File: src/rtl/irq_agg_pkg.sv
package irq_agg_pkg;

    localparam int REG_W       = 32;
    localparam int MAX_SRC     = 3;
    localparam int MODE_BIT    = 31;
    localparam int CLR_ALL_BIT = 31;

    // register bit position of each source input
    localparam int SRC_POS [MAX_SRC] = '{18, 12, 19};

    typedef logic [REG_W-1:0] reg_t;

    typedef enum logic [1:0] {
        RD_MASK   = 2'd0,
        RD_LEVELS = 2'd1,
        RD_EVENTS = 2'd2,
        RD_NONE   = 2'd3
    } rd_sel_e;

    typedef struct packed {
        reg_t mask;
        reg_t levels;
        reg_t events;
        logic irq;
    } agg_state_t;

    // bus order <-> register order (self-inverse)
    function automatic reg_t lane_swap(reg_t v);
        return {v[7:0], v[15:8], v[23:16], v[31:24]};
    endfunction

endpackage

File: src/rtl/irq_src_map.sv
module irq_src_map
    import irq_agg_pkg::*;
#(
    parameter int NSRC = 3
) (
    input  logic [NSRC-1:0] src_chg,
    input  logic [NSRC-1:0] src_lvl,
    output reg_t            chg_bits,
    output reg_t            rise_bits,
    output reg_t            fall_bits
);

    reg_t chg_one  [NSRC];
    reg_t rise_one [NSRC];
    reg_t fall_one [NSRC];

    for (genvar i = 0; i < NSRC; i++) begin : g_src
        localparam int POS = SRC_POS[i];
        always_comb begin
            chg_one[i]       = '0;
            rise_one[i]      = '0;
            fall_one[i]      = '0;
            chg_one[i][POS]  = src_chg[i];
            rise_one[i][POS] = src_chg[i] & src_lvl[i];
            fall_one[i][POS] = src_chg[i] & ~src_lvl[i];
        end
    end

    always_comb begin
        chg_bits  = '0;
        rise_bits = '0;
        fall_bits = '0;
        for (int i = 0; i < NSRC; i++) begin
            chg_bits  = chg_bits  | chg_one[i];
            rise_bits = rise_bits | rise_one[i];
            fall_bits = fall_bits | fall_one[i];
        end
    end

endmodule

File: src/rtl/irq_bus_port.sv
module irq_bus_port
    import irq_agg_pkg::*;
(
    input  logic       wr_en,
    input  logic       wr_sel,
    input  reg_t       wr_data,
    input  logic [1:0] rd_sel,
    input  reg_t       mask_q,
    input  reg_t       levels_q,
    input  reg_t       events_q,
    output logic       mask_wr,
    output logic       clr_wr,
    output reg_t       wr_val,
    output reg_t       rd_data
);

    reg_t rd_reg;

    always_comb begin
        mask_wr = wr_en & ~wr_sel;
        clr_wr  = wr_en & wr_sel;
        wr_val  = lane_swap(wr_data);
    end

    always_comb begin
        unique case (rd_sel_e'(rd_sel))
            RD_MASK:   rd_reg = mask_q;
            RD_LEVELS: rd_reg = levels_q;
            RD_EVENTS: rd_reg = events_q;
            default:   rd_reg = '0;
        endcase
        rd_data = lane_swap(rd_reg);
    end

endmodule

File: src/rtl/irq_core.sv
module irq_core
    import irq_agg_pkg::*;
(
    input  logic clk,
    input  logic rst_n,
    input  logic mask_wr,
    input  logic clr_wr,
    input  reg_t wr_val,
    input  reg_t chg_bits,
    input  reg_t rise_bits,
    input  reg_t fall_bits,
    output reg_t mask_q,
    output reg_t levels_q,
    output reg_t events_q,
    output logic irq_q
);

    agg_state_t st_d, st_q;
    reg_t       ev_c;
    logic       mode_on;
    logic       any_chg;

    always_comb begin
        mode_on = st_q.mask[MODE_BIT];
        any_chg = |chg_bits;
        st_d    = st_q;
        if (mask_wr) st_d.mask = wr_val;
        // clear first
        ev_c = st_q.events;
        if (clr_wr) begin
            if (wr_val[CLR_ALL_BIT]) ev_c = '0;
            else                     ev_c = ev_c & wr_val;
        end
        // then line changes, filtered by the mask held before this edge
        if (mode_on && any_chg) begin
            ev_c        = (ev_c | chg_bits) & st_q.mask;
            st_d.levels = (st_q.levels | rise_bits) & ~fall_bits;
        end
        st_d.events = ev_c;
        st_d.irq    = |ev_c;
    end

    always_ff @(posedge clk) begin
        if (!rst_n) st_q <= '0;
        else        st_q <= st_d;
    end

    assign mask_q   = st_q.mask;
    assign levels_q = st_q.levels;
    assign events_q = st_q.events;
    assign irq_q    = st_q.irq;

    AST_IRQ_FOLLOWS_EVENTS: assert property (@(posedge clk) disable iff (!rst_n)
        irq_q == (events_q != '0));
    AST_IDLE_OUT_OF_MODE: assert property (@(posedge clk) disable iff (!rst_n)
        (!mask_q[MODE_BIT] && !clr_wr) |=> $stable(events_q) && $stable(levels_q));
    AST_EVENTS_INSIDE_MASK: assert property (@(posedge clk) disable iff (!rst_n)
        (mask_q[MODE_BIT] && (chg_bits != '0)) |=> ((events_q & ~$past(mask_q)) == '0));
    AST_CLEAR_ALL_EMPTIES: assert property (@(posedge clk) disable iff (!rst_n)
        (clr_wr && wr_val[CLR_ALL_BIT] && (chg_bits == '0)) |=> (events_q == '0));
    AST_MASK_LOADS: assert property (@(posedge clk) disable iff (!rst_n)
        mask_wr |=> (mask_q == $past(wr_val)));
    AST_MASK_HOLDS: assert property (@(posedge clk) disable iff (!rst_n)
        !mask_wr |=> $stable(mask_q));

endmodule

File: src/rtl/irq_legacy_agg.sv
module irq_legacy_agg
    import irq_agg_pkg::*;
#(
    parameter int NSRC = 3
) (
    input  logic            clk,
    input  logic            rst_n,
    input  logic [NSRC-1:0] src_chg,
    input  logic [NSRC-1:0] src_lvl,
    input  logic            wr_en,
    input  logic            wr_sel,
    input  logic [31:0]     wr_data,
    input  logic [1:0]      rd_sel,
    output logic [31:0]     rd_data,
    output logic            cpu_irq
);

    reg_t chg_bits, rise_bits, fall_bits;
    reg_t mask_q, levels_q, events_q, wr_val;
    logic mask_wr, clr_wr;

    irq_src_map #(.NSRC(NSRC)) u_map (
        .src_chg   (src_chg),
        .src_lvl   (src_lvl),
        .chg_bits  (chg_bits),
        .rise_bits (rise_bits),
        .fall_bits (fall_bits)
    );

    irq_bus_port u_port (
        .wr_en    (wr_en),
        .wr_sel   (wr_sel),
        .wr_data  (wr_data),
        .rd_sel   (rd_sel),
        .mask_q   (mask_q),
        .levels_q (levels_q),
        .events_q (events_q),
        .mask_wr  (mask_wr),
        .clr_wr   (clr_wr),
        .wr_val   (wr_val),
        .rd_data  (rd_data)
    );

    irq_core u_core (
        .clk       (clk),
        .rst_n     (rst_n),
        .mask_wr   (mask_wr),
        .clr_wr    (clr_wr),
        .wr_val    (wr_val),
        .chg_bits  (chg_bits),
        .rise_bits (rise_bits),
        .fall_bits (fall_bits),
        .mask_q    (mask_q),
        .levels_q  (levels_q),
        .events_q  (events_q),
        .irq_q     (cpu_irq)
    );

endmodule

File: config.mk
export PLATFORM = sky130hd
export DESIGN_NAME = irq_legacy_agg
export DESIGN_NICKNAME = d
export VERILOG_FILES = /design/src/rtl/irq_agg_pkg.sv /design/src/rtl/irq_src_map.sv /design/src/rtl/irq_bus_port.sv /design/src/rtl/irq_core.sv /design/src/rtl/irq_legacy_agg.sv
export SDC_FILE = /design/constraint.sdc
export NUM_CORES = 1
export LEC_CHECK = 0
export CAP_MARGIN = 25
export CELL_PAD_IN_SITES_DETAIL_PLACEMENT = 1
export CELL_PAD_IN_SITES_GLOBAL_PLACEMENT = 2
export CORE_ASPECT_RATIO = 0.6
export CORE_UTILIZATION = 38
export CTS_CLUSTER_SIZE = 40
export DETAILED_ROUTE_END_ITERATION = 6
export DONT_BUFFER_PORTS = 1
export GPL_TIMING_DRIVEN = 0
export PLACE_DENSITY_LB_ADDON = 0.1
export SLEW_MARGIN = 15
export SYNTH_ARGS = -nofsm -noshare
export SYNTH_HDL_FRONTEND = slang
export SYNTH_SLANG_ARGS = --single-unit
File: constraint.sdc
create_clock -name clk -period 4.9 [get_ports clk]
set_clock_uncertainty 0.1 [all_clocks]
set_input_delay 0.735 -clock clk [delete_from_list [all_inputs] [get_ports clk]]
set_output_delay 0.735 -clock clk [all_outputs]
set_load 0.1 [all_outputs]
Word-level counts from Yosys, hierarchy flattened
Index checks and enable logic that the tools add are counted.
{ "op_classes": {"addsub": 0, "div_mod_pow": 0, "shifts": 0, "bitwise": 24, "muxes": 4, "n_lt_le_gt_ge": 0, "mul": 0, "n_reduce_logical": 4, "n_eq_ne": 2} }
{ "ops": {"columns": ["operator", "count"], "rows": [
  ["$and 32x32->32", 3],
  ["$mux 32", 3],
  ["$pmux 32 s3", 1],
  ["$or 32x20->32", 2],
  ["$reduce_or 32->1", 2],
  ["$or 19x20->20", 3],
  ["$or 19x13->19", 3],
  ["$not 20->32", 1],
  ["$and 1x1->1", 8],
  ["$not 1->1", 4],
  ["$eq 2x1->1 const B", 1],
  ["$eq 2x2->1 const B", 1],
  ["$logic_not 2->1", 1],
  ["$logic_and 1x1->1", 1]
]} }
{ "totals": {"mem_bits_rw": 0, "mem_bits_ro": 0, "memories": 0, "latchBits": 0, "input_bits": 44, "out_inout_bits": 33, "ff_bits": 97} }

Depth between registers and ports, before layout
Gate-level depths: netlist of run 1.
{ "logic_depth": {"depth_word": 7, "depth_mapped": 8} }

By module
From an unflattened synthesis of run 1, not the netlist that was laid out.
{ "hier_totals": {"hier_cells": 680, "hier_area_um2": 6069.6} }
{ "modules_own_cells": {"columns": ["module", "seq_area_each_um2", "n_inst", "area_each_um2", "cells_per_inst"], "rows": [
  ["irq_core", 1941.9, 1, 4309.1, 472],
  ["irq_bus_port", 0.0, 1, 1039.7, 111],
  ["irq_src_map", 0.0, 1, 720.7, 97]
]} }

Worst setup path after synthesis of run 1
Ideal clock, no wire load.
{ "synth_timing": {"path_kind": "in2out", "start": "in rd_sel[1]", "end": "out rd_data[10]", "arrival_time_ps": 3316, "slack_ps": 749, "stages": 3, "n_path_buf": 2, "path_cell_list": "clkbuf_1 > buf_1 > o21ai_0"} }
{ "synth_via": {"elab_chain_cells": 2, "elab_cells_between_ends": 4, "cone_classes": "2 x eq/ne; 1 x mux; 1 x reduce/logical"} }
{ "synth_rtl": {"columns": ["item", "line", "text"], "rows": [
  ["from (decl)", "irq_legacy_agg.sv:13", "input logic [1:0] rd_sel,"],
  ["$eq 2x2->1 (tied with other cells)", "irq_bus_port.sv:26", "unique case (rd_sel_e'(rd_sel))"],
  ["$pmux 32 s3 *", "irq_bus_port.sv:26", null],
  ["to (decl)", "irq_legacy_agg.sv:14", "output logic [31:0] rd_data,"]
]} }
Mark *: on every way between the ends. The rest lies on a longest branch, timed or not.

Final worst setup path of run 1
{ "layout_timing": {"start": "in rd_sel[0]", "end": "out rd_data[3]"} }
The elaborated chain is that of the path after synthesis.

==> results of run 1 <==
[worst reg2reg max path, stage by stage (launching register included)]
cell	delay, ns
dfxtp_1	0.29
clkbuf_1	0.23
o31ai_1	0.25
buf_2	0.29
clkbuf_1	0.48
clkbuf_1	0.52
nor2_1	0.10
nor3_1	0.15
[sequential cells by signal, summed over array words and instances (netlist names), named ones only]
register	cells
u_core.events_q	32
u_core.mask_q	32
u_core.irq_q	1
[metrics by stage]
stage               utilization [%]  hold slack [ns]  setup WS (ns)  instance area [sq um]
floorplan                         -            0.336          0.749                   3470
global placement               41.6            0.347          0.447                   3610
detailed placement             42.6            0.350           1.12                   3700
CTS                            45.8            0.357           1.12                   3980
global route                   45.8            0.368          0.966                   3980
finish                         45.8            0.358           1.09                   3980
[worst min-delay path by stage]
stage,cells after the start,slack (ns),endpoint
finish,2,0.36,register
global route,2,0.37,register
CTS,2,0.36,register
detailed placement,2,0.35,register
global placement,2,0.35,register
floorplan,2,0.34,register
[per-layer routing]
layer	global-route usage (%)	share of wire, %	routed length [um]
met1	43.6	52	6910
met2	41.8	41	5480
met3	7.87	6.5	864
met4	7.44	1.0	140
met5	0	0	0
[power by group through the flow]
stage | clock (mW) | sequential [mW] | combinational, mW
finish | 0.622 | 0.586 | 0.158
global route | 0.651 | 0.588 | 0.168
CTS | 0.631 | 0.586 | 0.157
detailed placement | 0 | 0.598 | 0.157
global placement | 0 | 0.597 | 0.150
floorplan | 0 | 0.593 | 0.113
[cells by family (layout without fill, tap and decap cells)]
logic type             Yosys count  after routing  share of synthesized area [%]
and+or+nand+nor                200            200                           25.6
AOI/OAI and AO/OA              111            111                           20.0
DFF                             68             68                           39.2
buffers and inverters           49             66                           5.95
muxes                           32             32                           9.23
[cell type report]
class                   count  area (sq um)
inverters                  16          60.1
clock buffers              15           278
well taps                 112           140
multi-input cells         343          1990
clock inverters             1          5.00
repair buffers              1          5.00
flip-flops and latches     68          1360
plain buffers              33           146
fillers                  1095          4700
[placed cells by master, fill, tap and decap left out, types with 2 or more instances in the layout]
| cell | netlist | layout |
|---|---|---|
| a21oi_1 | 37 | 37 |
| buf_1 | 6 | 6 |
| clkbuf_8 | 0 | 3 |
| nor3_1 | 19 | 19 |
| buf_2 | 3 | 4 |
| a22oi_1 | 3 | 3 |
| o22ai_1 | 3 | 3 |
| nand3_1 | 6 | 6 |
| mux2i_1 | 32 | 32 |
| o2111a_1 | 3 | 3 |
| and2_1 | 2 | 2 |
| o21ai_0 | 23 | 20 |
| inv_1 | 16 | 16 |
| buf_6 | 2 | 2 |
| nor2_1 | 53 | 24 |
| o41ai_1 | 2 | 2 |
| nor2_2 | 0 | 29 |
| clkbuf_1 | 21 | 24 |
| clkbuf_16 | 0 | 9 |
| nand2_1 | 80 | 80 |
| o2111ai_1 | 3 | 3 |
| a21boi_1 | 6 | 6 |
| o21ai_1 | 11 | 11 |
| o211a_1 | 6 | 6 |
| o211ai_1 | 7 | 7 |
| nor2b_1 | 25 | 25 |
| nand4_1 | 4 | 4 |
| nand2b_1 | 7 | 7 |
| dfxtp_1 | 68 | 68 |
| o21ai_2 | 0 | 3 |
==> results.cfg, run 1 <==
[setup_path]
worstSetupEndpointType = output port
r2r_cells = 7
rrSetupSlack_ns = 2.41
regToRegEndpoint = u_core.events_q[4]
startpoint = rd_sel[0]
crit_fanout = 10
cp_slowest_cell = clkbuf_1
crit_end = rd_data[3]
worst-path-buf-inv = 3
r2r_start = u_core.mask_q[31]
path_cells = clkbuf_1 > clkbuf_1 > buf_1 > nor2_2
critPathMaxStageDelay_ns = 0.78
cp.required_ns = 4.07
cp-start-kind = primary input
worstPathArrival_ns = 2.98
worst_path_most_repeated_cell = clkbuf_1
cp_num_cells = 4
critical_path_class = in2out
cpLargestDelayFamily = buffers and inverters

[timing]
maxSlewHeadroom_pct = 26.2
hold_violations = 0
worstMarginPinSlew_ns = 1.11
fin_crit_sh_pct = 77.8
finalCriticalPeriod_ns = 3.81
setup_tns_ns = 0
maxSlewViolCount = 0
grt_setup_unrepaired = no
setup_viol = 0
max_freq_mhz = 262

[layout]
stdcell_count = 589
syn2layout_area_growth_pct = 14.7
drive_above_1_share_pct = 11.1
layout.nets = 516
n_antenna_cell = 0

[placement]
place_inst = 573
gp_congestion = 0.799
dp_hpwl_mm = 9.98
port-buffer-count = 0

[die]
die_x_um = 125
core_area_sq_mm = 0.00869
start_util_pct = 39.9
rows = 26
die_h_um = 76.0
io_pins = 77
dieArea_sq_mm = 0.00953

[logic_synthesis]
synth_cells = 460
synth.area.top_cells = dfxtp_1, mux2i_1, nand2_1
async_flop_share_pct = 0
yosysMostFrequentCell = nand2_1
synth_nets = 504
synth_edf_count = 0
syn_avg_cell_area_sq_um = 7.54
synth_flop_cell = dfxtp_1
synthTopCellsByCount = nand2_1, dfxtp_1, nor2_1
yosys.area.top_type_share_pct = 39.2
yosysUniqueCellTypes = 38
synth_area_leader_cell = dfxtp_1
ys_ff_latch = 68
yosysWarnings = 0
ys_seq_area_share_pct = 39.2
synth_area_sq_mm = 0.00347

[routing]
routedWlPerCell_um = 22.7
first_pass_iters = 7
drc = 6
vias = 3410
drt_iter0_drc = 299
ant_nets = 0
vias_per_cell = 5.79
wirelength_mm = 13.4

[grt]
grt_pass1_vias = 3439
grt_pass1_wl_mm = 20.4
overflow = 0
grt_start_max_net_pins = 11
grt_usage_pct = 29.5
antenna_found_initial = 0

[power]
p_switching_mw = 0.378
clockPowerShare_pct = 45.5
ir_drop_mv = 0.157
internal-power_mw = 0.988
switching_share_pct = 27.7
comb_power_share_pct = 11.6
power_leakage_nw = 1.53
power_frac_seq_pct = 42.9
powerDensity_mw_per_mm2 = 343
total_power_mw = 1.37

[clock_network]
cts_max_path_buffers = 2
numCtsBuffers = 9
clk_latency_ns = 0.34
cts_sinks = 68
root_buffer = clkbuf_16
path_clk_slew_ns = 0.05
h-tree-depth = 3
cts_tree = done
cts_setup_buffers = 0
cts_hold_buf = 0
post_cts_resize_count = 0

[run]
max-cap-violations = 0

[worst_hold_path]
hp-class = reg2reg

[outcome]
violations = design-rule violations
status = finished with violations
(Power assumes the default switching activity.)
==> run 2: changes to the inputs <==
--- a/config.mk
+++ b/config.mk
@@ -5,11 +5,12 @@
 export SDC_FILE = /design/constraint.sdc
 export NUM_CORES = 1
 export LEC_CHECK = 0
+export ABC_AREA = 1
 export CAP_MARGIN = 25
 export CELL_PAD_IN_SITES_DETAIL_PLACEMENT = 1
 export CELL_PAD_IN_SITES_GLOBAL_PLACEMENT = 2
 export CORE_ASPECT_RATIO = 0.6
-export CORE_UTILIZATION = 38
+export CORE_UTILIZATION = 30
 export CTS_CLUSTER_SIZE = 40
 export DETAILED_ROUTE_END_ITERATION = 6
 export DONT_BUFFER_PORTS = 1
==> constraint.sdc (replaced) <==
create_clock -name clk -period 3.3 [get_ports clk]
set_clock_uncertainty 0.1 [all_clocks]
set_input_delay 0.495 -clock clk [delete_from_list [all_inputs] [get_ports clk]]
set_output_delay 0.495 -clock clk [all_outputs]
set_load 0.1 [all_outputs]
==> run 2 against run 1 <==
  * The flow now finishes without violations
  * Global-route usage down 4.6 points
  * Die area rose by 19%
  * Clock power rose by 45%
  * First-iteration DRC count shrank 40%
  * Largest cell class unchanged
  * Largest power group unchanged
==> results.cfg, run 2 <==
[timing]
maxSlewHeadroom_pct = 25.5
fin_crit_sh_pct = 96.0
fin_hold_ws_ns = 0.195
grt_setup_unrepaired = no
finalCriticalPeriod_ns = 3.17
setup_viol = 0
max_freq_mhz = 316
worstMarginPinSlew_ns = 1.12
hold_violations = 0
setup_tns_ns = 0
maxSlewViolCount = 0

[grt]
grt_start_max_net_pins = 11
overflow = 0
grt_usage_pct = 24.8
antenna_found_initial = 0
grt_pass1_vias = 3435
grt_pass1_wl_mm = 20.4

[clock_network]
post_cts_resize_count = 0
cts_hold_buf = 0
cts_tree = done
h-tree-depth = 3
cts_setup_buffers = 0
numCtsBuffers = 9
clk_latency_ns = 0.34
cts_max_path_buffers = 2
cts_sinks = 68
path_clk_slew_ns = 0.06
root_buffer = clkbuf_16

[logic_synthesis]
synth_cells = 482
ys_ff_latch = 68
synth.area.top_cells = dfxtp_1, nand2_1, a21oi_1
async_flop_share_pct = 0
synth_edf_count = 0
syn_avg_cell_area_sq_um = 6.79
yosysUniqueCellTypes = 23
synth_flop_cell = dfxtp_1
synth_nets = 526
synth_area_leader_cell = dfxtp_1
yosysMostFrequentCell = nand2_1
ys_seq_area_share_pct = 41.6
yosys.area.top_type_share_pct = 41.6
synth_area_sq_mm = 0.00327
yosysWarnings = 0
synthTopCellsByCount = nand2_1, dfxtp_1, inv_1

[placement]
port-buffer-count = 0
place_area_sq_mm = 0.00399
dp_hpwl_mm = 9.51
place_inst = 637
gp_congestion = 0.799

[routing]
drc = 0
vias = 3283
drt_iter0_drc = 179
vias_per_cell = 5.03
ant_nets = 0
first_pass_iters = 4
routedWlPerCell_um = 20.1
wirelength_mm = 13.1

[layout]
layout.nets = 554
stdcell_count = 653
drive_above_1_share_pct = 18.1
multi_input_area_sq_mm = 0.00167
final.fill_count = 1319
n_antenna_cell = 0
final_common_cell = nand2_1
syn2layout_area_growth_pct = 30.9
fin_area_sq_mm = 0.00429
regArea_sq_mm = 0.00136
final_cell_mix = nand2_1, dfxtp_1, inv_1
final_util_pct = 40.4

[setup_path]
worstSetupEndpointType = output port
rrSetupSlack_ns = 1.47
cp.required_ns = 2.70
critical_path_class = in2out
cp-start-kind = primary input
crit_fanout = 10
r2r_cells = 9
worstPathArrival_ns = 2.57
regToRegEndpoint = u_core.irq_q
r2r_start = u_core.mask_q[31]

[power]
clockPowerShare_pct = 42.7
power_frac_seq_pct = 41.3
ir_drop_mv = 0.253
p_switching_mw = 0.626
powerDensity_mw_per_mm2 = 492
comb_power_share_pct = 16.0
switching_share_pct = 29.7
power_leakage_nw = 1.68
internal-power_mw = 1.48

[die]
rows = 29
die_h_um = 82.9
die_x_um = 137
dieArea_sq_mm = 0.0113
io_pins = 77
core_area_sq_mm = 0.0106
start_util_pct = 30.9

[outcome]
status = complete, no violations

[worst_hold_path]
min_from = wr_data[21]
hp-class = in2reg
hold-path-endpoint = u_core.mask_q[13]
whs_path_depth = 2

[run]
max-cap-violations = 0
run 2: changes by cell type after synthesis, moves of 14 or more:
| cell | delta |
|---|---|
| nand2_1 | +18 |
| nand3_1 | +18 |
| nor3_1 | -19 |
| o21ai_0 | +14 |
| a21oi_1 | +23 |
| o22ai_1 | +22 |
| inv_1 | +49 |
| mux2i_1 | -32 |
| nor2b_1 | -25 |
run 2: through the flow:
| stage | total power [mW] | setup WS [ns] |
|---|---|---|
| 3_3_place_gp | 1.17 | -0.864 |
| 6_report | 2.11 | 0.133 |
| 5_1_grt | 2.19 | 0.0380 |
| 3_5_place_dp | 1.22 | 0.0982 |
| 2_1_floorplan | 1.10 | -0.535 |
| 4_1_cts | 2.14 | 0.101 |
run 2: worst max path at each step:
stage	startpoint	endpoint	depth (start not counted)
finish	rd_sel[1]	rd_data[17]	4
global route	rd_sel[1]	rd_data[28]	4
CTS	rd_sel[1]	rd_data[29]	4
detailed placement	rd_sel[1]	rd_data[29]	4
global placement	rd_sel[1]	rd_data[7]	5
floorplan	rd_sel[1]	rd_data[19]	5
run 2: final cells by class:
| class | count | area share, % |
|---|---|---|
| Multi-Input combinational cell | 314 | 39.1 |
| Buffer | 31 | 3.94 |
| Sequential cell | 68 | 31.8 |
| Inverter | 69 | 6.04 |
| Clock inverter | 2 | 0.234 |
| Clock buffer | 13 | 6.07 |
| Timing Repair Buffer | 17 | 8.82 |
| Tap cell | 139 | 4.06 |
run 2: cell families after synthesis:
group,share of synthesized area (%)
AO/OA/AOI/OAI,21.3
buffers and inverters,13.1
flip-flops,41.6
AND/OR/NAND/NOR,24.0
run 2: critical path, stage by stage:
cell     delay [ns]
nor2_1         0.35
inv_2          0.26
buf_1          0.44
o22ai_2        1.01
run 2: power by group through the flow:
stage | clock, mW | combinational (mW) | sequential, mW
floorplan | 0 | 0.217 | 0.885
global placement | 0 | 0.287 | 0.887
detailed placement | 0 | 0.336 | 0.888
CTS | 0.928 | 0.338 | 0.870
global route | 0.960 | 0.362 | 0.873
finish | 0.900 | 0.337 | 0.870
run 2: layer usage:
layer | track usage (%) | wire, um | vias up
li1 | - | - | 1612
met1 | 35.6 | 6420 | 1569
met2 | 36.6 | 5560 | 97
met3 | 6.90 | 1100 | 5
met4 | 5.39 | 65 | 0
met5 | 0 | 0 | -
==> run 3: changes to the inputs <==
--- a/config.mk
+++ b/config.mk
@@ -5,17 +5,18 @@
 export SDC_FILE = /design/constraint.sdc
 export NUM_CORES = 1
 export LEC_CHECK = 0
-export ABC_AREA = 1
+export ABC_AREA = 0
 export CAP_MARGIN = 25
 export CELL_PAD_IN_SITES_DETAIL_PLACEMENT = 1
 export CELL_PAD_IN_SITES_GLOBAL_PLACEMENT = 2
 export CORE_ASPECT_RATIO = 0.6
-export CORE_UTILIZATION = 30
+export CORE_UTILIZATION = 32
 export CTS_CLUSTER_SIZE = 40
 export DETAILED_ROUTE_END_ITERATION = 6
 export DONT_BUFFER_PORTS = 1
 export GPL_TIMING_DRIVEN = 0
 export PLACE_DENSITY_LB_ADDON = 0.1
+export REMOVE_ABC_BUFFERS = 1
 export SLEW_MARGIN = 15
 export SYNTH_ARGS = -nofsm -noshare
 export SYNTH_HDL_FRONTEND = slang
==> run 3 against run 2 <==
  * Sequential cell count stayed put
  * Global-route usage is 4.0 points lower
  * Wire length is 14% lower
  * Register-to-register slack worse by 0.34 ns
  * Sequential share of layout area is 2.6 points higher
  * Largest power group unchanged
  * Highest routed layer unchanged
==> results.cfg, run 3 (synthesis gave the netlist of run 1 again) <==
[power]
power_leakage_nw = 1.51
powerDensity_mw_per_mm2 = 489
ir_drop_mv = 0.242

[clock_network]
cts_tree = done
post_cts_resize_count = 0
clk_latency_ns = 0.32
path_clk_slew_ns = 0.06
cts_sinks = 68
h-tree-depth = 3
cts_hold_buf = 0
root_buffer = clkbuf_16
cts_setup_buffers = 0
numCtsBuffers = 9
cts_max_path_buffers = 2

[layout]
n_antenna_cell = 0
final.fill_count = 1273
final_common_cell = nand2_1
layout.nets = 487
stdcell_count = 586
drive_above_1_share_pct = 12.3
final_cell_mix = nand2_1, dfxtp_1, a21oi_1
syn2layout_area_growth_pct = 14.3

[die]
core_area_sq_mm = 0.0106
die_h_um = 82.7
die_x_um = 136
dieArea_sq_mm = 0.0113
rows = 29
start_util_pct = 32.9
io_pins = 77

[timing]
grt_setup_unrepaired = no
hold_violations = 0
setup_viol = 0
fin_crit_sh_pct = 85.3
finalCriticalPeriod_ns = 2.82
setup_tns_ns = 0
max_freq_mhz = 355
maxSlewViolCount = 0
maxSlewHeadroom_pct = 26.7
worstMarginPinSlew_ns = 1.10

[routing]
ant_nets = 0
vias = 3115
wirelength_mm = 11.3
drt_iter0_drc = 118
first_pass_iters = 4
vias_per_cell = 5.32
routedWlPerCell_um = 19.3
drc = 0

[setup_path]
cp.required_ns = 3.41
regToRegEndpoint = u_core.irq_q
critical_path_class = in2reg
startpoint = wr_sel
r2r_start = u_core.mask_q[31]
worstSetupEndpointType = register
r2r_cells = 6
rrSetupSlack_ns = 1.13
crit_end = u_core.irq_q
worstPathArrival_ns = 2.93
crit_fanout = 33
cp-start-kind = primary input

[grt]
grt_usage_pct = 20.8
overflow = 0
antenna_found_initial = 0
grt_pass1_wl_mm = 17.3
grt_pass1_vias = 3142
grt_start_max_net_pins = 35

[placement]
dp_hpwl_mm = 7.74
gp_congestion = 0.729
port-buffer-count = 0
place_inst = 571

[outcome]
status = complete, no violations

[worst_hold_path]
hp-class = in2reg

[run]
max-cap-violations = 0
[run 3: changes by cell type in the layout (fill, tap and decap cells not counted), sizes merged, moves of 7 or more]
cell,before,now
mux2i,0,32
nand3,33,6
buf,32,5
inv,68,16
o21ai,41,34
o211ai,0,7
o22ai,25,3
nand2,99,81
clkbuf,29,13
nand2b,0,7
a21oi,61,37
nor3,0,19
nor2b,0,25
[run 3: per-stage QoR]
| step | util [%] | setup slack [ns] | hold slack (ns) | power, mW | cell area (sq um) |
|---|---|---|---|---|---|
| floorplan | - | 0.00387 | 0.336 | 1.02 | 3320 |
| global placement | 33.1 | -1.99 | 0.347 | 1.06 | 3500 |
| detailed placement | 35.0 | 0.183 | 0.351 | 1.08 | 3690 |
| CTS | 37.6 | 0.520 | 0.180 | 1.97 | 3970 |
| global route | 37.6 | 0.348 | 0.188 | 2.02 | 3970 |
| finish | 37.6 | 0.485 | 0.195 | 1.94 | 3970 |
[run 3: per-layer routing]
layer  global-route usage [%]  vias up  wire, um
met5                        0        -         0
met1                     28.0     1507      5800
met2                     32.7       62      4840
met4                     4.22        0        93
met3                     6.41       10       597
li1                         -     1536         -
[run 3: area by class of cell]
type	instances	area (sq um)	share of cell area [%]
clock buffer	13	260	6.56
multi-input combinational	343	2010	50.7
clock inverter	2	10.0	0.252
timing repair buffer	5	90.1	2.27
tap	139	174	4.39
sequential	68	1360	34.3
inverter	16	60.1	1.51
[run 3: worst max-delay path: stages]
cell     delay [ns]
nand2_2        0.39
o21ai_0        0.76
nand4_1        0.27
o41ai_1        0.41
nand3_1        0.15
o41a_1         0.43
[run 3: power breakdown]
part / internal (mW) / total [mW] / switching, mW
logic: 0.0552 / 0.185 / 0.130
registers: 0.842 / 0.871 / 0.0285
clock network: 0.543 / 0.883 / 0.340
total: 1.44 / 1.94 / 0.499
[run 3: worst min-delay path by stage]
stage	from	to	cells past startpoint
after floorplan	register	register	2
after global placement	register	register	2
after detailed placement	register	register	2
after CTS	rst_n	u_core.events_q[25]	1
after global routing	rst_n	u_core.events_q[21]	1
final	rst_n	u_core.events_q[18]	1
